## src/rtl/gmei_pkg.sv

```systemverilog
package gmei_pkg;

    typedef enum logic [1:0] {
        SRC_SEED      = 2'd0,
        SRC_WATCH_SW  = 2'd1,
        SRC_WATCH_PIN = 2'd2
    } src_state_t;

    typedef enum logic {
        REQ_IDLE = 1'b0,
        REQ_PEND = 1'b1
    } req_state_t;

endpackage

```

## src/rtl/gmei_sync.sv

```systemverilog
module gmei_sync #(
    parameter int STAGES = 2
) (
    input  logic clk,
    input  logic rst_n,
    input  logic d_async,
    output logic q_sync
);
    localparam int LAST = STAGES - 1;

    logic [LAST:0] chain;

    generate
        for (genvar s = 0; s < STAGES; s++) begin : g_stage
            if (s == 0) begin : g_first
                always_ff @(posedge clk or negedge rst_n) begin
                    if (!rst_n) chain[0] <= 1'b0;
                    else        chain[0] <= d_async;
                end
            end else begin : g_rest
                always_ff @(posedge clk or negedge rst_n) begin
                    if (!rst_n) chain[s] <= 1'b0;
                    else        chain[s] <= chain[s-1];
                end
            end
        end
    endgenerate

    assign q_sync = chain[LAST];
endmodule

```

## src/rtl/gmei_edge.sv

```systemverilog
module gmei_edge
    import gmei_pkg::*;
(
    input  logic clk,
    input  logic rst_n,
    input  logic pin_mode,
    input  logic sw_bit,
    input  logic pin_s,
    output logic trig
);
    src_state_t state, state_nxt, wanted;
    logic       cur_lvl;
    logic       ref_lvl;

    // state register
    always_ff @(posedge clk or negedge rst_n) begin
        if (!rst_n) state <= SRC_SEED;
        else        state <= state_nxt;
    end

    // reference level always follows the currently selected source
    always_ff @(posedge clk or negedge rst_n) begin
        if (!rst_n) ref_lvl <= 1'b0;
        else        ref_lvl <= pin_mode ? pin_s : sw_bit;
    end

    // next-state logic
    always_comb begin
        wanted    = pin_mode ? SRC_WATCH_PIN : SRC_WATCH_SW;
        state_nxt = state;
        unique case (state)
            SRC_SEED:      state_nxt = wanted;
            SRC_WATCH_SW:  if (pin_mode)  state_nxt = SRC_WATCH_PIN;
            SRC_WATCH_PIN: if (!pin_mode) state_nxt = SRC_WATCH_SW;
            default:       state_nxt = SRC_SEED;
        endcase
    end

    // outputs
    always_comb begin
        cur_lvl = 1'b0;
        trig    = 1'b0;
        unique case (state)
            SRC_SEED: begin
                cur_lvl = 1'b0;
                trig    = 1'b0;
            end
            SRC_WATCH_SW: begin
                cur_lvl = sw_bit;
                trig    = !pin_mode && cur_lvl && !ref_lvl;
            end
            SRC_WATCH_PIN: begin
                cur_lvl = pin_s;
                trig    = pin_mode && cur_lvl && !ref_lvl;
            end
            default: begin
                cur_lvl = 1'b0;
                trig    = 1'b0;
            end
        endcase
    end

    // a command never repeats on the following cycle
    a_r1_single_cycle: assert property (@(posedge clk) disable iff (!rst_n)
        trig |=> !trig);

    // in pin mode with a steady pin, the control bit cannot raise anything
    a_r3_sw_ignored: assert property (@(posedge clk) disable iff (!rst_n)
        (pin_mode && $past(pin_mode) && $stable(pin_s)) |-> !trig);

    // a select change never raises a command
    a_r8_no_false_edge: assert property (@(posedge clk) disable iff (!rst_n)
        (pin_mode != $past(pin_mode)) |-> !trig);
endmodule

```

## src/rtl/gmei_port_req.sv

```systemverilog
module gmei_port_req
    import gmei_pkg::*;
(
    input  logic clk,
    input  logic rst_n,
    input  logic trig,
    input  logic en,
    input  logic opp,
    output logic ins
);
    req_state_t state, state_nxt;
    logic       take;

    assign take = trig && en;

    // state register
    always_ff @(posedge clk or negedge rst_n) begin
        if (!rst_n) state <= REQ_IDLE;
        else        state <= state_nxt;
    end

    // next-state logic
    always_comb begin
        state_nxt = state;
        unique case (state)
            REQ_IDLE: if (take) state_nxt = REQ_PEND;
            REQ_PEND: if (opp && !take) state_nxt = REQ_IDLE;
            default:  state_nxt = REQ_IDLE;
        endcase
    end

    // outputs
    always_comb begin
        ins = 1'b0;
        unique case (state)
            REQ_IDLE: ins = 1'b0;
            REQ_PEND: ins = opp;
            default:  ins = 1'b0;
        endcase
    end

    // a pulse needs a request raised or waiting in the previous cycle
    a_r5_pulse_has_cause: assert property (@(posedge clk) disable iff (!rst_n)
        ins |-> ($past(take) || $past(state == REQ_PEND)));

    // an idle, disabled port gives no pulse next cycle
    a_r4_disabled_quiet: assert property (@(posedge clk) disable iff (!rst_n)
        (state == REQ_IDLE && !en) |=> !ins);

    // a waiting request survives until an opportunity
    a_r6_hold_pending: assert property (@(posedge clk) disable iff (!rst_n)
        (state == REQ_PEND && !opp) |=> (state == REQ_PEND));

    // a command in the release cycle re-arms the port
    a_r7_rearm: assert property (@(posedge clk) disable iff (!rst_n)
        (ins && take) |=> (state == REQ_PEND));
endmodule

```

## src/rtl/gmei_trigger.sv

```systemverilog
module gmei_trigger
    import gmei_pkg::*;
#(
    parameter int NPORTS      = 4,
    parameter int SYNC_STAGES = 2
) (
    input  logic              clk,
    input  logic              rst_n,
    input  logic              sw_insert,
    input  logic              pin_mode,
    input  logic              ext_insert_pin,
    input  logic [NPORTS-1:0] port_global_en,
    input  logic [NPORTS-1:0] port_opp,
    output logic [NPORTS-1:0] port_insert
);
    logic pin_s;
    logic trig;

    gmei_sync #(.STAGES(SYNC_STAGES)) u_sync (
        .clk     (clk),
        .rst_n   (rst_n),
        .d_async (ext_insert_pin),
        .q_sync  (pin_s)
    );

    gmei_edge u_edge (
        .clk      (clk),
        .rst_n    (rst_n),
        .pin_mode (pin_mode),
        .sw_bit   (sw_insert),
        .pin_s    (pin_s),
        .trig     (trig)
    );

    generate
        for (genvar p = 0; p < NPORTS; p++) begin : g_port
            gmei_port_req u_req (
                .clk   (clk),
                .rst_n (rst_n),
                .trig  (trig),
                .en    (port_global_en[p]),
                .opp   (port_opp[p]),
                .ins   (port_insert[p])
            );
        end
    endgenerate

    // an insert pulse only appears with that port's opportunity strobe
    a_r5_pulse_with_opp: assert property (@(posedge clk) disable iff (!rst_n)
        (port_insert & ~port_opp) == '0);

    // outputs are quiet in the first cycle after reset release
    a_r9_quiet_after_reset: assert property (@(posedge clk)
        $rose(rst_n) |-> (port_insert == '0));
endmodule

```

## config.mk

```make
export PLATFORM = sky130hd
export DESIGN_NAME = gmei_trigger
export DESIGN_NICKNAME = d
export VERILOG_FILES = /design/src/rtl/gmei_pkg.sv /design/src/rtl/gmei_sync.sv /design/src/rtl/gmei_edge.sv /design/src/rtl/gmei_port_req.sv /design/src/rtl/gmei_trigger.sv
export SDC_FILE = /design/constraint.sdc
export NUM_CORES = 1
export LEC_CHECK = 0
export BUFFER_PORTS_ARGS = -buffer_cell sky130_fd_sc_hd__clkbuf_2
export CAP_MARGIN = 10
export CORE_AREA = 4 4 41 43
export CTS_BUF_LIST = sky130_fd_sc_hd__clkbuf_4 sky130_fd_sc_hd__clkbuf_8
export DETAILED_ROUTE_END_ITERATION = 8
export DIE_AREA = 0 0 45 47
export PLACE_DENSITY_LB_ADDON = 0.2
export SYNTH_ARGS = -nofsm -noshare
export SYNTH_HDL_FRONTEND = slang
export SYNTH_SLANG_ARGS = --single-unit
```

## constraint.sdc

```tcl
create_clock -name clk -period 1.9 [get_ports clk]
set_clock_uncertainty 0.1 [all_clocks]
set_input_delay 0.095 -clock clk [delete_from_list [all_inputs] [get_ports clk]]
set_output_delay 0.095 -clock clk [all_outputs]
set_load 0.02 [all_outputs]
```

==> report_table.html, run 1 <==
<table>
<tr><th>Metric</th><th>Value</th></tr>
<tr><th colspan="2">Synthesis</th></tr>
<tr><td>Unique masters post-synth</td><td>17</td></tr>
<tr><td>Number of warnings issued by yosys</td><td>0</td></tr>
<tr><td>Syn Inst Count</td><td>47</td></tr>
<tr><td>Area share of the largest cell type after synthesis</td><td>45.1%</td></tr>
<tr><td>Number of flip-flops and latches in the synthesized netlist</td><td>9</td></tr>
<tr><td>Share of the yosys chip area belonging to registers</td><td>45.1%</td></tr>
<tr><td>Cell taking the most area after synthesis</td><td>sky130_fd_sc_hd__dfrtp_1</td></tr>
<tr><td>Average footprint of a synthesized cell</td><td>10.6 sq um</td></tr>
<tr><td>Top area cells in the synthesized netlist</td><td>sky130_fd_sc_hd__dfrtp_1 (45%), sky130_fd_sc_hd__ha_1 (7.5%), sky130_fd_sc_hd__a22o_1 (7.0%)</td></tr>
<tr><td>Total standard cell area after synthesis</td><td>499 sq um</td></tr>
<tr><td>Number of nets in the synthesized netlist</td><td>63</td></tr>
<tr><th colspan="2">Cells and area</th></tr>
<tr><td>Diode insertion count for antenna repair</td><td>0</td></tr>
<tr><td>Post-route non-filler standard cell count</td><td>85</td></tr>
<tr><td>Area of all placed cells without fillers</td><td>668 sq um</td></tr>
<tr><td>Most common cell after layout, fill and taps aside</td><td>sky130_fd_sc_hd__clkbuf_2</td></tr>
<tr><td>Net total in the final layout</td><td>87</td></tr>
<tr><td>Final standard cell utilization of the core</td><td>51.3%</td></tr>
<tr><td>Fraction of layout instances using a drive strength above 1</td><td>34.3%</td></tr>
<tr><td>Area Growth Syn to Fin</td><td>33.8%</td></tr>
<tr><td>Commonest cells after routing, fill and taps aside</td><td>sky130_fd_sc_hd__clkbuf_2 (16), sky130_fd_sc_hd__dfrtp_1 (9), sky130_fd_sc_hd__inv_1 (8)</td></tr>
<tr><th colspan="2">Clock network</th></tr>
<tr><td>Maximum root-to-sink buffer count</td><td>2</td></tr>
<tr><td>H-tree Lvls</td><td>1</td></tr>
<tr><td>Clock Root Buffer</td><td>sky130_fd_sc_hd__clkbuf_4</td></tr>
<tr><td>Post-CTS Setup Bufs</td><td>0</td></tr>
<tr><td>Clock tree from TritonCTS</td><td>built</td></tr>
<tr><td>CTS buffer count</td><td>3</td></tr>
<tr><td>Worst-skew pair later-pin latency</td><td>0.26 ns</td></tr>
<tr><td>Clock-pin slew on the worst setup and hold paths</td><td>0.06 ns</td></tr>
<tr><td>Number of sinks on the clock net</td><td>9</td></tr>
<tr><th colspan="2">STA</th></tr>
<tr><td>Maximum frequency from static timing analysis</td><td>597 MHz</td></tr>
<tr><td>Share of the clock period used by the worst path</td><td>88.2%</td></tr>
<tr><td>Worst-margin pin slew</td><td>0.217 ns</td></tr>
<tr><td>Final TNS setup</td><td>0 ns</td></tr>
<tr><td>Headroom to the max-slew limit</td><td>85.5%</td></tr>
<tr><td>Unrepaired setup endpoints after global routing</td><td>false</td></tr>
<tr><td>Fin. Hold Viols</td><td>0</td></tr>
<tr><td>Final Setup Violations</td><td>0</td></tr>
<tr><td>Min Hold Slack</td><td>0.0126 ns</td></tr>
<tr><td>Max Transition Viols Final</td><td>0</td></tr>
<tr><td>Min Tclk post-route</td><td>1.68 ns</td></tr>
<tr><th colspan="2">Pwr</th></tr>
<tr><td>PD cells</td><td>1030 nW/um^2</td></tr>
<tr><td>Maximum VDD drop</td><td>546 uV</td></tr>
<tr><td>Leakage power figure</td><td>0.000355 uW</td></tr>
<tr><th colspan="2">Global routing</th></tr>
<tr><td>Pin count of the biggest net entering global routing</td><td>10</td></tr>
<tr><td>Wire length of the first global-routing pass</td><td>1470 um</td></tr>
<tr><td>Antenna violations before repair</td><td>0</td></tr>
<tr><td>Global Route Usage Sum</td><td>10.2%</td></tr>
<tr><td>Vias in the first global route</td><td>383</td></tr>
<tr><td>Total congestion overflow after global routing</td><td>0</td></tr>
<tr><th colspan="2">Floorplanning</th></tr>
<tr><td>DIE AREA</td><td>2120 sq um</td></tr>
<tr><td>Number of rows created at floorplan</td><td>13</td></tr>
<tr><td>Overall die height</td><td>47 um</td></tr>
<tr><td>Number of ports placed on the die boundary</td><td>17</td></tr>
<tr><td>Placeable core region</td><td>1300 sq um</td></tr>
<tr><td>Die width</td><td>45 um</td></tr>
<tr><td>Initial cell density of the core</td><td>38.4%</td></tr>
<tr><th colspan="2">Worst setup path</th></tr>
<tr><td>Worst setup SP type</td><td>flop</td></tr>
<tr><td>Critical Path Max Stage Delay</td><td>0.41 ns</td></tr>
<tr><td>Dominant delay contributor by cell family on the critical path</td><td>flip-flops</td></tr>
<tr><td>Critical Path End Type</td><td>flop</td></tr>
<tr><td>Critical-path maximum fanout</td><td>5</td></tr>
<tr><td>Worst Setup Path Type</td><td>flop to flop</td></tr>
<tr><td>Cell-by-cell trace of the critical path</td><td>inv_1, ha_1, or3b_1, a21oi_2, a22o_1</td></tr>
<tr><td>Buf+Inv Stages, Crit Path</td><td>1</td></tr>
<tr><td>Required time of the critical path</td><td>1.99 ns</td></tr>
<tr><td>CP max-delay cell</td><td>sky130_fd_sc_hd__dfrtp_1</td></tr>
<tr><td>Data arrival time at the worst-slack endpoint</td><td>1.77 ns</td></tr>
<tr><th colspan="2">Min path</th></tr>
<tr><td>Path type of the worst min-delay path</td><td>input port to flop</td></tr>
<tr><th colspan="2">Place</th></tr>
<tr><td>DP HPWL</td><td>677 um</td></tr>
<tr><td>Placed insts</td><td>74</td></tr>
<tr><td>Count of buffers inserted at the top-level ports</td><td>16</td></tr>
<tr><td>Routability congestion estimate from global placement</td><td>0.682</td></tr>
<tr><td>Area after DPL</td><td>568 sq um</td></tr>
<tr><th colspan="2">Flow run</th></tr>
<tr><td>Number of maximum-capacitance violations</td><td>0</td></tr>
<tr><th colspan="2">Status</th></tr>
<tr><td>Run status</td><td>finished clean</td></tr>
<tr><th colspan="2">Route</th></tr>
<tr><td>Final routed wirelength across all metal layers</td><td>871 um</td></tr>
<tr><td>DRC violation total after the first TritonRoute iteration</td><td>4</td></tr>
<tr><td>Average routed wire per standard cell</td><td>10.2 um</td></tr>
<tr><td>Via count</td><td>390</td></tr>
<tr><td>Routed vias/inst</td><td>4.59</td></tr>
<tr><td>Post-detailed-route count of antenna-violating nets</td><td>0</td></tr>
<tr><td>1st-pass router iterations</td><td>2</td></tr>
<tr><td>Final routed DRC violation total</td><td>0</td></tr>
</table>
## repair_timing
item                      in CTS  in global routing
hold buffers                   7                  0
hold endpoints to repair      15                  0
resized for setup              0                  0
## worst paths after layout
kind / start / endpoint / slack (ns) / cells after the start
max: u_edge.state[0] / g_port[0].u_req.state / 0.22 / 5
min: port_opp[2] / g_port[2].u_req.state / 0.01 / 3
max reg2reg: u_edge.state[0] / g_port[0].u_req.state / 0.22 / 5
min reg2reg: u_sync.chain[0] / u_sync.q_sync / 0.26 / 0
max in group asynchronous: rst_n / u_edge.state[0] / 1.39 / 2
min in group asynchronous: rst_n / g_port[2].u_req.state / 0.12 / 2
## cell type report
cell class              count  area, sq um
well taps                  15         18.8
inverters                   8         30.0
clock buffers               4         30.0
repair buffers             23          150
flip-flops and latches      9          225
fillers                   131          633
multi-input cells          26          214
## per-layer routing
metal / track usage (%) / vias to the layer above / share of wire, %
met5: 0 / - / 0
met1: 10.4 / 175 / 44
met3: 5.75 / 2 / 6.1
met2: 16.7 / 12 / 49
li1: - / 201 / -
met4: 5.26 / 0 / 1.0
## power by group
| part | switching [uW] | total, uW | internal, uW |
|---|---|---|---|
| clock network | 61.3 | 156 | 94.8 |
| logic | 129 | 267 | 138 |
| registers | 35.8 | 267 | 231 |
## kinds of logic after synthesis
| group | synth area share, % |
|---|---|
| AOI/OAI and AO/OA | 17.0 |
| adders and majority gates | 7.52 |
| buffers and inverters | 12.0 |
| DFF | 45.1 |
| muxes | 6.27 |
| and+or+nand+nor | 12.0 |
## cell usage after synthesis
cell type / n
sky130_fd_sc_hd__nor2b_1: 2
sky130_fd_sc_hd__and2_1: 4
sky130_fd_sc_hd__a21o_2: 1
sky130_fd_sc_hd__or3b_1: 1
sky130_fd_sc_hd__o21ai_0: 1
sky130_fd_sc_hd__a211oi_1: 2
sky130_fd_sc_hd__mux2i_1: 2
sky130_fd_sc_hd__inv_1: 8
sky130_fd_sc_hd__ha_1: 3
sky130_fd_sc_hd__nand3_1: 1
sky130_fd_sc_hd__or2b_2: 1
sky130_fd_sc_hd__a21oi_2: 1
sky130_fd_sc_hd__a22o_1: 4
sky130_fd_sc_hd__o22ai_1: 2
sky130_fd_sc_hd__buf_4: 4
sky130_fd_sc_hd__mux2_2: 1
sky130_fd_sc_hd__dfrtp_1: 9
## worst register-to-register path, stage by stage, from the launching register on
cell and delay [ns]:
sky130_fd_sc_hd__dfrtp_1 0.41, sky130_fd_sc_hd__inv_1 0.11, sky130_fd_sc_hd__ha_1 0.24, sky130_fd_sc_hd__or3b_1 0.37
sky130_fd_sc_hd__a21oi_2 0.23, sky130_fd_sc_hd__a22o_1 0.16
## stage by stage
step / setup WS (ns) / total power, uW
after floorplan: 0.365 / 476
after global placement: 0.273 / 530
after detailed placement: 0.255 / 528
after CTS: 0.239 / 698
after global routing: 0.124 / 749
final: 0.224 / 690
## state kept, by name, summed over array words and instances, names as in the netlist
register / cells
g_port.u_req.state: 4
u_edge.state: 2
u_sync.chain: 1
u_edge.ref_lvl: 1
u_sync.q_sync: 1
(Power assumes the default switching activity.)
==> inputs of run 2 (changes only) <==
SYNTH_HIERARCHICAL = 1   (was unset)
==> report_table.html, run 2 <==
<table>
<tr><th>Metric</th><th>Value</th></tr>
<tr><th colspan="2">Status</th></tr>
<tr><td>Run status</td><td>finished clean (unchanged)</td></tr>
<tr><th colspan="2">Floorplanning</th></tr>
<tr><td>Number of rows created at floorplan</td><td>13 (unchanged)</td></tr>
<tr><td>DIE AREA</td><td>2120 sq um (unchanged)</td></tr>
<tr><td>Number of ports placed on the die boundary</td><td>17 (unchanged)</td></tr>
<tr><td>Placeable core region</td><td>1300 sq um (unchanged)</td></tr>
<tr><td>Die width</td><td>45 um (unchanged)</td></tr>
<tr><td>Initial cell density of the core</td><td>37.9% (was 38.4%)</td></tr>
<tr><td>Overall die height</td><td>47 um (unchanged)</td></tr>
<tr><th colspan="2">STA</th></tr>
<tr><td>Final TNS setup</td><td>0 ns (unchanged)</td></tr>
<tr><td>Min Tclk post-route</td><td>1.67 ns (was 1.68 ns)</td></tr>
<tr><td>Share of the clock period used by the worst path</td><td>88.1% (was 88.2%)</td></tr>
<tr><td>Worst-margin pin slew</td><td>0.270 ns (was 0.217 ns)</td></tr>
<tr><td>Max Transition Viols Final</td><td>0 (unchanged)</td></tr>
<tr><td>Final Setup Violations</td><td>0 (unchanged)</td></tr>
<tr><td>Maximum frequency from static timing analysis</td><td>597 MHz (about the same)</td></tr>
<tr><td>Unrepaired setup endpoints after global routing</td><td>false (unchanged)</td></tr>
<tr><td>Fin. Hold Viols</td><td>0 (unchanged)</td></tr>
<tr><td>Headroom to the max-slew limit</td><td>81.9% (was 85.5%)</td></tr>
<tr><th colspan="2">Global routing</th></tr>
<tr><td>Total congestion overflow after global routing</td><td>0 (unchanged)</td></tr>
<tr><td>Global Route Usage Sum</td><td>12.4% (was 10.2%)</td></tr>
<tr><td>Pin count of the biggest net entering global routing</td><td>10 (unchanged)</td></tr>
<tr><td>Wire length of the first global-routing pass</td><td>1920 um (was 1470 um)</td></tr>
<tr><td>Antenna violations before repair</td><td>0 (unchanged)</td></tr>
<tr><td>Vias in the first global route</td><td>466 (was 383)</td></tr>
<tr><th colspan="2">Route</th></tr>
<tr><td>DRC violation total after the first TritonRoute iteration</td><td>4 (unchanged)</td></tr>
<tr><td>Sum of met2 wire segment lengths after detailed routing</td><td>540 um (was 427 um)</td></tr>
<tr><td>Final routed DRC violation total</td><td>0 (unchanged)</td></tr>
<tr><td>Detailed-routed wire length on met3</td><td>42 um (was 53 um)</td></tr>
<tr><td>Post-detailed-route count of antenna-violating nets</td><td>0 (unchanged)</td></tr>
<tr><td>Via count</td><td>423 (was 390)</td></tr>
<tr><td>Average routed wire per standard cell</td><td>11.4 um (was 10.2 um)</td></tr>
<tr><td>Routed vias/inst</td><td>4.60 (was 4.59)</td></tr>
<tr><td>Metal1 wirelength</td><td>467 um (was 380 um)</td></tr>
<tr><td>Highest metal used</td><td>met3 (was met4)</td></tr>
<tr><td>1st-pass router iterations</td><td>2 (unchanged)</td></tr>
<tr><td>Final routed wirelength across all metal layers</td><td>1050 um (was 871 um)</td></tr>
<tr><th colspan="2">Worst setup path</th></tr>
<tr><td>Worst setup SP type</td><td>flop (unchanged)</td></tr>
<tr><td>Critical Path Max Stage Delay</td><td>0.40 ns (was 0.41 ns)</td></tr>
<tr><td>Worst Setup Path Type</td><td>flop to flop (unchanged)</td></tr>
<tr><td>Data arrival time at the worst-slack endpoint</td><td>1.75 ns (was 1.77 ns)</td></tr>
<tr><td>Required time of the critical path</td><td>1.98 ns (was 1.99 ns)</td></tr>
<tr><td>Critical Path End Type</td><td>flop (unchanged)</td></tr>
<tr><td>Critical-path maximum fanout</td><td>6 (was 5)</td></tr>
<tr><td>CP max-delay cell</td><td>sky130_fd_sc_hd__dfrtp_1 (unchanged)</td></tr>
<tr><td>Cell-by-cell trace of the critical path</td><td>inv_1, ha_1, nor3b_2, a31oi_1, nor3b_2, nand2_1, o21ai_2 (was inv_1, ha_1, or3b_1, a21oi_2, a22o_1)</td></tr>
<tr><td>Top cell by count, worst path</td><td>sky130_fd_sc_hd__nor3b_2</td></tr>
<tr><th colspan="2">Place</th></tr>
<tr><td>Routability congestion estimate from global placement</td><td>0.666 (was 0.682)</td></tr>
<tr><td>DP HPWL</td><td>690 um (was 677 um)</td></tr>
<tr><td>Count of buffers inserted at the top-level ports</td><td>16 (unchanged)</td></tr>
<tr><td>Area after DPL</td><td>581 sq um (was 568 sq um)</td></tr>
<tr><th colspan="2">Clock network</th></tr>
<tr><td>PostCTS Resize Cnt</td><td>0 (unchanged)</td></tr>
<tr><td>CTS buffer count</td><td>3 (unchanged)</td></tr>
<tr><td>Number of sinks on the clock net</td><td>9 (unchanged)</td></tr>
<tr><td>Clock Root Buffer</td><td>sky130_fd_sc_hd__clkbuf_4 (unchanged)</td></tr>
<tr><td>Maximum root-to-sink buffer count</td><td>2 (unchanged)</td></tr>
<tr><td>Worst-skew pair later-pin latency</td><td>0.25 ns (was 0.26 ns)</td></tr>
<tr><td>Clock tree from TritonCTS</td><td>built (unchanged)</td></tr>
<tr><td>H-tree Lvls</td><td>1 (unchanged)</td></tr>
<tr><td>Clock-pin slew on the worst setup and hold paths</td><td>0.06 ns (about the same)</td></tr>
<tr><th colspan="2">Synthesis</th></tr>
<tr><td>Area share of the largest cell type after synthesis</td><td>45.7% (was 45.1%)</td></tr>
<tr><td>Most common cell in the synthesized netlist</td><td>sky130_fd_sc_hd__dfrtp_1 (unchanged)</td></tr>
<tr><td>Syn Inst Count</td><td>47 (unchanged)</td></tr>
<tr><td>Number of warnings issued by yosys</td><td>6 (was 0)</td></tr>
<tr><td>Unique masters post-synth</td><td>19 (was 17)</td></tr>
<tr><td>Total standard cell area after synthesis</td><td>493 sq um (was 499 sq um)</td></tr>
<tr><td>Number of nets in the synthesized netlist</td><td>63 (unchanged)</td></tr>
<tr><td>Share of the yosys chip area belonging to registers</td><td>45.7% (was 45.1%)</td></tr>
<tr><td>Proportion of register bits with asynchronous set or reset after synthesis</td><td>100% (unchanged)</td></tr>
<tr><td>Number of flip-flops and latches in the synthesized netlist</td><td>9 (unchanged)</td></tr>
<tr><td>Count of flip-flops with a built-in enable after synthesis</td><td>0 (unchanged)</td></tr>
<tr><td>Top area cells in the synthesized netlist</td><td>sky130_fd_sc_hd__dfrtp_1 (46%), sky130_fd_sc_hd__ha_1 (7.6%), sky130_fd_sc_hd__o21ai_2 (7.1%) (was sky130_fd_sc_hd__dfrtp_1 (45%), sky130_fd_sc_hd__ha_1 (7.5%), sky130_fd_sc_hd__a22o_1 (7.0%))</td></tr>
<tr><td>Dominant synthesized flop cell</td><td>sky130_fd_sc_hd__dfrtp_1 (unchanged)</td></tr>
<tr><td>Average footprint of a synthesized cell</td><td>10.5 sq um (was 10.6 sq um)</td></tr>
<tr><td>Cell taking the most area after synthesis</td><td>sky130_fd_sc_hd__dfrtp_1 (unchanged)</td></tr>
<tr><td>Leading cell types by count after synthesis</td><td>sky130_fd_sc_hd__dfrtp_1 (9), sky130_fd_sc_hd__inv_1 (7), sky130_fd_sc_hd__and2_1 (4), sky130_fd_sc_hd__nand2_1 (4), sky130_fd_sc_hd__o21ai_2 (4) (was sky130_fd_sc_hd__dfrtp_1 (9), sky130_fd_sc_hd__inv_1 (8), sky130_fd_sc_hd__a22o_1 (4), sky130_fd_sc_hd__and2_1 (4), sky130_fd_sc_hd__buf_4 (4))</td></tr>
<tr><th colspan="2">Pwr</th></tr>
<tr><td>Leakage power figure</td><td>0.000344 uW (was 0.000355 uW)</td></tr>
<tr><td>PD cells</td><td>974 nW/um^2 (was 1030 nW/um^2)</td></tr>
<tr><td>Maximum VDD drop</td><td>611 uV (was 546 uV)</td></tr>
<tr><th colspan="2">Min path</th></tr>
<tr><td>Path type of the worst min-delay path</td><td>input port to flop (unchanged)</td></tr>
<tr><th colspan="2">Cells and area</th></tr>
<tr><td>Diode insertion count for antenna repair</td><td>0 (unchanged)</td></tr>
<tr><td>Fillers</td><td>127 (was 131)</td></tr>
<tr><td>Area of all placed cells without fillers</td><td>721 sq um (was 668 sq um)</td></tr>
<tr><td>Register with the most flip-flops</td><td>g_port.u_req/state (was g_port.u_req.state)</td></tr>
<tr><td>Net total in the final layout</td><td>94 (was 87)</td></tr>
<tr><td>Fraction of layout instances using a drive strength above 1</td><td>35.1% (was 34.3%)</td></tr>
<tr><td>Registers with the most flip-flops</td><td>g_port.u_req/state (4), u_edge/state (2) (was g_port.u_req.state (4), u_edge.state (2))</td></tr>
<tr><td>Commonest cells after routing, fill and taps aside</td><td>sky130_fd_sc_hd__clkbuf_2 (16), sky130_fd_sc_hd__dlygate4sd3_1 (11), sky130_fd_sc_hd__dfrtp_1 (9) (was sky130_fd_sc_hd__clkbuf_2 (16), sky130_fd_sc_hd__dfrtp_1 (9), sky130_fd_sc_hd__inv_1 (8))</td></tr>
<tr><td>Flip-flop count of the largest register after layout</td><td>4 (unchanged)</td></tr>
<tr><td>Most common cell after layout, fill and taps aside</td><td>sky130_fd_sc_hd__clkbuf_2 (unchanged)</td></tr>
<tr><td>Area Growth Syn to Fin</td><td>46.2% (was 33.8%)</td></tr>
<tr><th colspan="2">Flow run</th></tr>
<tr><td>Number of maximum-capacitance violations</td><td>0 (unchanged)</td></tr>
</table>
[run 2: changes by cell type after synthesis, sizes merged, moves of 3 or more]
cell   before  now
a22o        4    0
buf         4    1
nand2       0    4
nor3b       0    3
o21ai       1    5
[run 2: metal layers]
metal / GRT usage (%) / up-vias
met2: 21.8 / 10
met4: 3.51 / 0
met1: 14.4 / 196
met5: 0 / -
met3: 4.21 / 0
li1: - / 217
[run 2: layout make-up]
type | instances | area, sq um | share of cell area, %
sequential | 9 | 225 | 31.3
timing repair buffer | 27 | 190 | 26.4
inverter | 7 | 26.3 | 3.65
clock buffer | 4 | 30.0 | 4.17
multi-input combinational | 30 | 230 | 31.9
tap | 15 | 18.8 | 2.60
[run 2: where the power goes]
group | switching (uW) | internal, uW
Combinational | 142 | 139
Sequential | 37.6 | 231
Clock | 57.6 | 94.6
[run 2: cells by family (layout without fill, tap and decap cells)]
| group | count (synthesis) | after routing | share of synthesized area (%) |
|---|---|---|---|
| buffers and inverters | 8 | 38 | 7.62 |
| DFF | 9 | 9 | 45.7 |
| AOI/OAI and AO/OA | 10 | 10 | 14.7 |
| and+or+nand+nor | 14 | 14 | 18.0 |
| adders and majority gates | 3 | 3 | 7.62 |
| muxes | 3 | 3 | 6.35 |
[run 2: worst paths after layout]
path,start,endpoint,slack [ns],cells after the start
max,u_edge/state[0],g_port[0].u_req/state,0.23,7
min,pin_mode,u_edge/state[1],0.1,2
min reg2reg,u_sync/chain[0],u_sync/q_sync,0.25,0
max reg2reg,u_edge/state[0],g_port[0].u_req/state,0.23,7
max in group asynchronous,rst_n,u_sync/q_sync,1.38,2
min in group asynchronous,rst_n,g_port[2].u_req/state,0.13,2
[run 2: through the flow]
stage | total power [uW] | setup WS (ns) | hold slack, ns | util [%] | cells
after CTS | 709 | 0.215 | 0.0842 | 55.4 | 92
after global routing | 775 | 0.0848 | 0.109 | 55.4 | 92
after detailed placement | 536 | 0.219 | -0.140 | 44.6 | 77
final | 702 | 0.226 | 0.0977 | 55.4 | 92
after global placement | 529 | 0.293 | -0.138 | 44.6 | 77
after floorplan | 467 | 0.404 | -0.301 | - | 47
[run 2: repair_timing]
action / in CTS / in global routing
hold buffers: 11 / 0
hold endpoints to repair: 15 / 0
setup buffers: 0 / 0
[run 2: worst max-delay path, delay by kind of cell (launching register included)]
family,cells,cell delay (ns)
flops,1,0.40
buf+inv,1,0.10
compound gates,2,0.13
fa+ha+maj,1,0.28
simple gates,3,0.58
==> inputs of run 3 (changes only) <==
BUFFER_PORTS_ARGS = unset   (was -buffer_cell sky130_fd_sc_hd__clkbuf_2)
DONT_BUFFER_PORTS = 1   (was unset)
==> report_table.html, run 3 (synthesis gave the netlist of run 2 again) <==
<table>
<tr><th>Metric</th><th>Value</th></tr>
<tr><th colspan="2">Route</th></tr>
<tr><td>Final routed DRC violation total</td><td>0 (unchanged)</td></tr>
<tr><td>Via count</td><td>393 (was 423)</td></tr>
<tr><td>Post-detailed-route count of antenna-violating nets</td><td>0 (unchanged)</td></tr>
<tr><td>Final routed wirelength across all metal layers</td><td>1060 um (was 1050 um)</td></tr>
<tr><td>Sum of met2 wire segment lengths after detailed routing</td><td>624 um (was 540 um)</td></tr>
<tr><td>Routed vias/inst</td><td>5.10 (was 4.60)</td></tr>
<tr><td>Highest metal used</td><td>met4 (was met3)</td></tr>
<tr><td>1st-pass router iterations</td><td>4 (was 2)</td></tr>
<tr><td>DRC violation total after the first TritonRoute iteration</td><td>3 (was 4)</td></tr>
<tr><td>Metal1 wirelength</td><td>365 um (was 467 um)</td></tr>
<tr><td>Average routed wire per standard cell</td><td>13.8 um (was 11.4 um)</td></tr>
<tr><td>Detailed-routed wire length on met3</td><td>49 um (was 42 um)</td></tr>
<tr><th colspan="2">Pwr</th></tr>
<tr><td>Combinational cell fraction of total power</td><td>38.3% (was 40.1%)</td></tr>
<tr><td>Relative contribution of the clock network to total power</td><td>23.4% (was 21.7%)</td></tr>
<tr><td>Maximum VDD drop</td><td>500 uV (was 611 uV)</td></tr>
<tr><td>PD cells</td><td>1080 nW/um^2 (was 974 nW/um^2)</td></tr>
<tr><td>Internal Power</td><td>455 uW (was 464 uW)</td></tr>
<tr><td>Net switching power</td><td>252 uW (was 237 uW)</td></tr>
<tr><td>Switching Fraction</td><td>35.6% (was 33.8%)</td></tr>
<tr><td>Leakage power figure</td><td>0.000278 uW (was 0.000344 uW)</td></tr>
<tr><td>Proportion of power drawn by flip-flops and latches</td><td>38.3% (was 38.2%)</td></tr>
<tr><td>Power after layout</td><td>707 uW (was 702 uW)</td></tr>
<tr><th colspan="2">STA</th></tr>
<tr><td>Final TNS setup</td><td>0 ns (unchanged)</td></tr>
<tr><td>Fin. Hold Viols</td><td>0 (unchanged)</td></tr>
<tr><td>Final Setup Violations</td><td>0 (unchanged)</td></tr>
<tr><td>Max Transition Viols Final</td><td>0 (unchanged)</td></tr>
<tr><td>Min Hold Slack</td><td>0.0884 ns (was 0.0977 ns)</td></tr>
<tr><td>Share of the clock period used by the worst path</td><td>88.2% (was 88.1%)</td></tr>
<tr><td>Headroom to the max-slew limit</td><td>73.6% (was 81.9%)</td></tr>
<tr><td>Unrepaired setup endpoints after global routing</td><td>false (unchanged)</td></tr>
<tr><td>Worst-margin pin slew</td><td>0.394 ns (was 0.270 ns)</td></tr>
<tr><td>Min Tclk post-route</td><td>1.68 ns (was 1.67 ns)</td></tr>
<tr><td>Maximum frequency from static timing analysis</td><td>597 MHz (about the same)</td></tr>
<tr><th colspan="2">Floorplanning</th></tr>
<tr><td>Number of ports placed on the die boundary</td><td>17 (unchanged)</td></tr>
<tr><td>Number of rows created at floorplan</td><td>13 (unchanged)</td></tr>
<tr><td>Die width</td><td>45 um (unchanged)</td></tr>
<tr><td>Placeable core region</td><td>1300 sq um (unchanged)</td></tr>
<tr><td>DIE AREA</td><td>2120 sq um (unchanged)</td></tr>
<tr><td>Overall die height</td><td>47 um (unchanged)</td></tr>
<tr><td>Initial cell density of the core</td><td>37.9% (unchanged)</td></tr>
<tr><th colspan="2">Worst setup path</th></tr>
<tr><td>CP max-delay cell</td><td>sky130_fd_sc_hd__dfrtp_1 (unchanged)</td></tr>
<tr><td>Logic depth of the worst register-to-register path</td><td>7 (unchanged)</td></tr>
<tr><td>Critical-path maximum fanout</td><td>6 (unchanged)</td></tr>
<tr><td>Critical Path Max Stage Delay</td><td>0.42 ns (was 0.40 ns)</td></tr>
<tr><td>Required time of the critical path</td><td>2.00 ns (was 1.98 ns)</td></tr>
<tr><td>Worst setup SP type</td><td>flop (unchanged)</td></tr>
<tr><td>Top cell by count, worst path</td><td>sky130_fd_sc_hd__nor3b_2 (unchanged)</td></tr>
<tr><td>Endpoint of the worst-slack reg-to-reg timing path</td><td>g_port[1].u_req/state (was g_port[0].u_req/state)</td></tr>
<tr><td>Startpoint of the most critical register-to-register path</td><td>u_edge/state[0] (unchanged)</td></tr>
<tr><td>Data arrival time at the worst-slack endpoint</td><td>1.77 ns (was 1.75 ns)</td></tr>
<tr><td>Cell-by-cell trace of the critical path</td><td>inv_1, ha_2, nor3b_2, a31oi_1, nor3b_2, nand2_1, o21ai_2 (was inv_1, ha_1, nor3b_2, a31oi_1, nor3b_2, nand2_1, o21ai_2)</td></tr>
<tr><td>Worst Setup Path Type</td><td>flop to flop (unchanged)</td></tr>
<tr><td>FF-to-FF setup slack</td><td>0.22 ns (was 0.23 ns)</td></tr>
<tr><td>Critical Path End Type</td><td>flop (unchanged)</td></tr>
<tr><th colspan="2">Cells and area</th></tr>
<tr><td>Net total in the final layout</td><td>79 (was 94)</td></tr>
<tr><td>Final standard cell utilization of the core</td><td>50.2% (was 55.4%)</td></tr>
<tr><td>Flip-flop count of the largest register after layout</td><td>4 (unchanged)</td></tr>
<tr><td>Registers with the most flip-flops</td><td>g_port.u_req/state (4), u_edge/state (2) (unchanged)</td></tr>
<tr><td>Register with the most flip-flops</td><td>g_port.u_req/state (unchanged)</td></tr>
<tr><td>Area of all placed cells without fillers</td><td>653 sq um (was 721 sq um)</td></tr>
<tr><td>Area used by multi-input combinational logic</td><td>233 sq um (was 230 sq um)</td></tr>
<tr><td>Diode insertion count for antenna repair</td><td>0 (unchanged)</td></tr>
<tr><td>Area Growth Syn to Fin</td><td>32.5% (was 46.2%)</td></tr>
<tr><td>Commonest cells after routing, fill and taps aside</td><td>sky130_fd_sc_hd__dlygate4sd3_1 (12), sky130_fd_sc_hd__dfrtp_1 (9), sky130_fd_sc_hd__inv_1 (7) (was sky130_fd_sc_hd__clkbuf_2 (16), sky130_fd_sc_hd__dlygate4sd3_1 (11), sky130_fd_sc_hd__dfrtp_1 (9))</td></tr>
<tr><td>Register area</td><td>225 sq um (unchanged)</td></tr>
<tr><td>Fraction of layout instances using a drive strength above 1</td><td>19.4% (was 35.1%)</td></tr>
<tr><td>Fillers</td><td>118 (was 127)</td></tr>
<tr><td>Most common cell after layout, fill and taps aside</td><td>sky130_fd_sc_hd__dlygate4sd3_1 (was sky130_fd_sc_hd__clkbuf_2)</td></tr>
<tr><th colspan="2">Place</th></tr>
<tr><td>Routability congestion estimate from global placement</td><td>0.777 (was 0.666)</td></tr>
<tr><td>Area after DPL</td><td>500 sq um (was 581 sq um)</td></tr>
<tr><td>DP HPWL</td><td>736 um (was 690 um)</td></tr>
<tr><td>Count of buffers inserted at the top-level ports</td><td>0 (was 16)</td></tr>
<tr><th colspan="2">Status</th></tr>
<tr><td>Run status</td><td>finished clean (unchanged)</td></tr>
<tr><th colspan="2">Clock network</th></tr>
<tr><td>Clock-pin slew on the worst setup and hold paths</td><td>0.06 ns (about the same)</td></tr>
<tr><td>Maximum root-to-sink buffer count</td><td>2 (unchanged)</td></tr>
<tr><td>Number of sinks on the clock net</td><td>9 (unchanged)</td></tr>
<tr><td>Clock Root Buffer</td><td>sky130_fd_sc_hd__clkbuf_4 (unchanged)</td></tr>
<tr><td>Worst-skew pair later-pin latency</td><td>0.26 ns (was 0.25 ns)</td></tr>
<tr><td>CTS buffer count</td><td>3 (unchanged)</td></tr>
<tr><td>Clock tree from TritonCTS</td><td>built (unchanged)</td></tr>
<tr><td>Post-CTS Setup Bufs</td><td>0 (unchanged)</td></tr>
<tr><td>H-tree Lvls</td><td>1 (unchanged)</td></tr>
<tr><th colspan="2">Min path</th></tr>
<tr><td>Path type of the worst min-delay path</td><td>input port to asynchronous set/reset pin (was input port to flop)</td></tr>
<tr><th colspan="2">Global routing</th></tr>
<tr><td>Vias in the first global route</td><td>446 (was 466)</td></tr>
<tr><td>Antenna violations before repair</td><td>0 (unchanged)</td></tr>
<tr><td>Total congestion overflow after global routing</td><td>0 (unchanged)</td></tr>
<tr><td>Wire length of the first global-routing pass</td><td>1870 um (was 1920 um)</td></tr>
<tr><td>Global Route Usage Sum</td><td>12.9% (was 12.4%)</td></tr>
<tr><td>Pin count of the biggest net entering global routing</td><td>10 (unchanged)</td></tr>
<tr><th colspan="2">Flow run</th></tr>
<tr><td>Number of maximum-capacitance violations</td><td>0 (unchanged)</td></tr>
</table>
## run 3: cell types whose count changed in the layout (fill, tap and decap cells not counted), sizes merged
cell,delta
dlygate4sd3,+1
clkbuf,-16
## run 3: stage by stage
stage                     setup WS [ns]  std cells
final                             0.224         77
after global routing             0.0222         77
after CTS                         0.202         77
after detailed placement          0.218         61
after global placement            0.304         61
after floorplan                   0.404         47
## run 3: timing repair
action,4_1_cts,5_1_grt
setup endpoints to repair,0,3
hold buffers,12,0
resized for setup,0,1
hold endpoints to repair,17,0
## run 3: worst max-delay path, delay by kind of cell (launching register included)
kind	cells	cell delay, ns
AND/OR/NAND/NOR	3	0.60
AO/OA/AOI/OAI	2	0.13
flip-flops	1	0.42
buffers and inverters	1	0.12
adder cells (fa/ha/maj)	1	0.24
## run 3: area by class of cell
class                   instances  area share (%)
clock buffers                   4            4.60
inverters                       7            4.02
multi-input cells              30            35.6
flip-flops and latches          9            34.5
well taps                      15            2.87
repair buffers                 12            18.4
## run 3: layer usage
layer	up-vias	track usage, %
li1	188	-
met1	187	13.3
met4	0	10.5
met3	2	3.45
met2	16	22.0
met5	-	0
## run 3: how the worst max path moves through the flow
stage | startpoint | endpoint | slack, ns | cells after the start
2_1_floorplan | u_edge/state[0] | g_port[0].u_req/state | 0.40 | 7
3_3_place_gp | u_edge/state[0] | g_port[1].u_req/state | 0.30 | 7
3_5_place_dp | u_edge/state[0] | g_port[2].u_req/state | 0.22 | 7
4_1_cts | u_edge/state[0] | g_port[1].u_req/state | 0.20 | 7
5_1_grt | u_edge/state[0] | g_port[2].u_req/state | 0.02 | 7
6_report | u_edge/state[0] | g_port[1].u_req/state | 0.22 | 7
## run 3: power by group through the flow
| stage | Clock, uW | Combinational [uW] | Sequential (uW) |
|---|---|---|---|
| after global routing | 188 | 306 | 277 |
| after CTS | 173 | 266 | 269 |
| after detailed placement | 0 | 237 | 274 |
| final | 166 | 271 | 271 |
| after floorplan | 0 | 205 | 261 |
| after global placement | 0 | 223 | 268 |
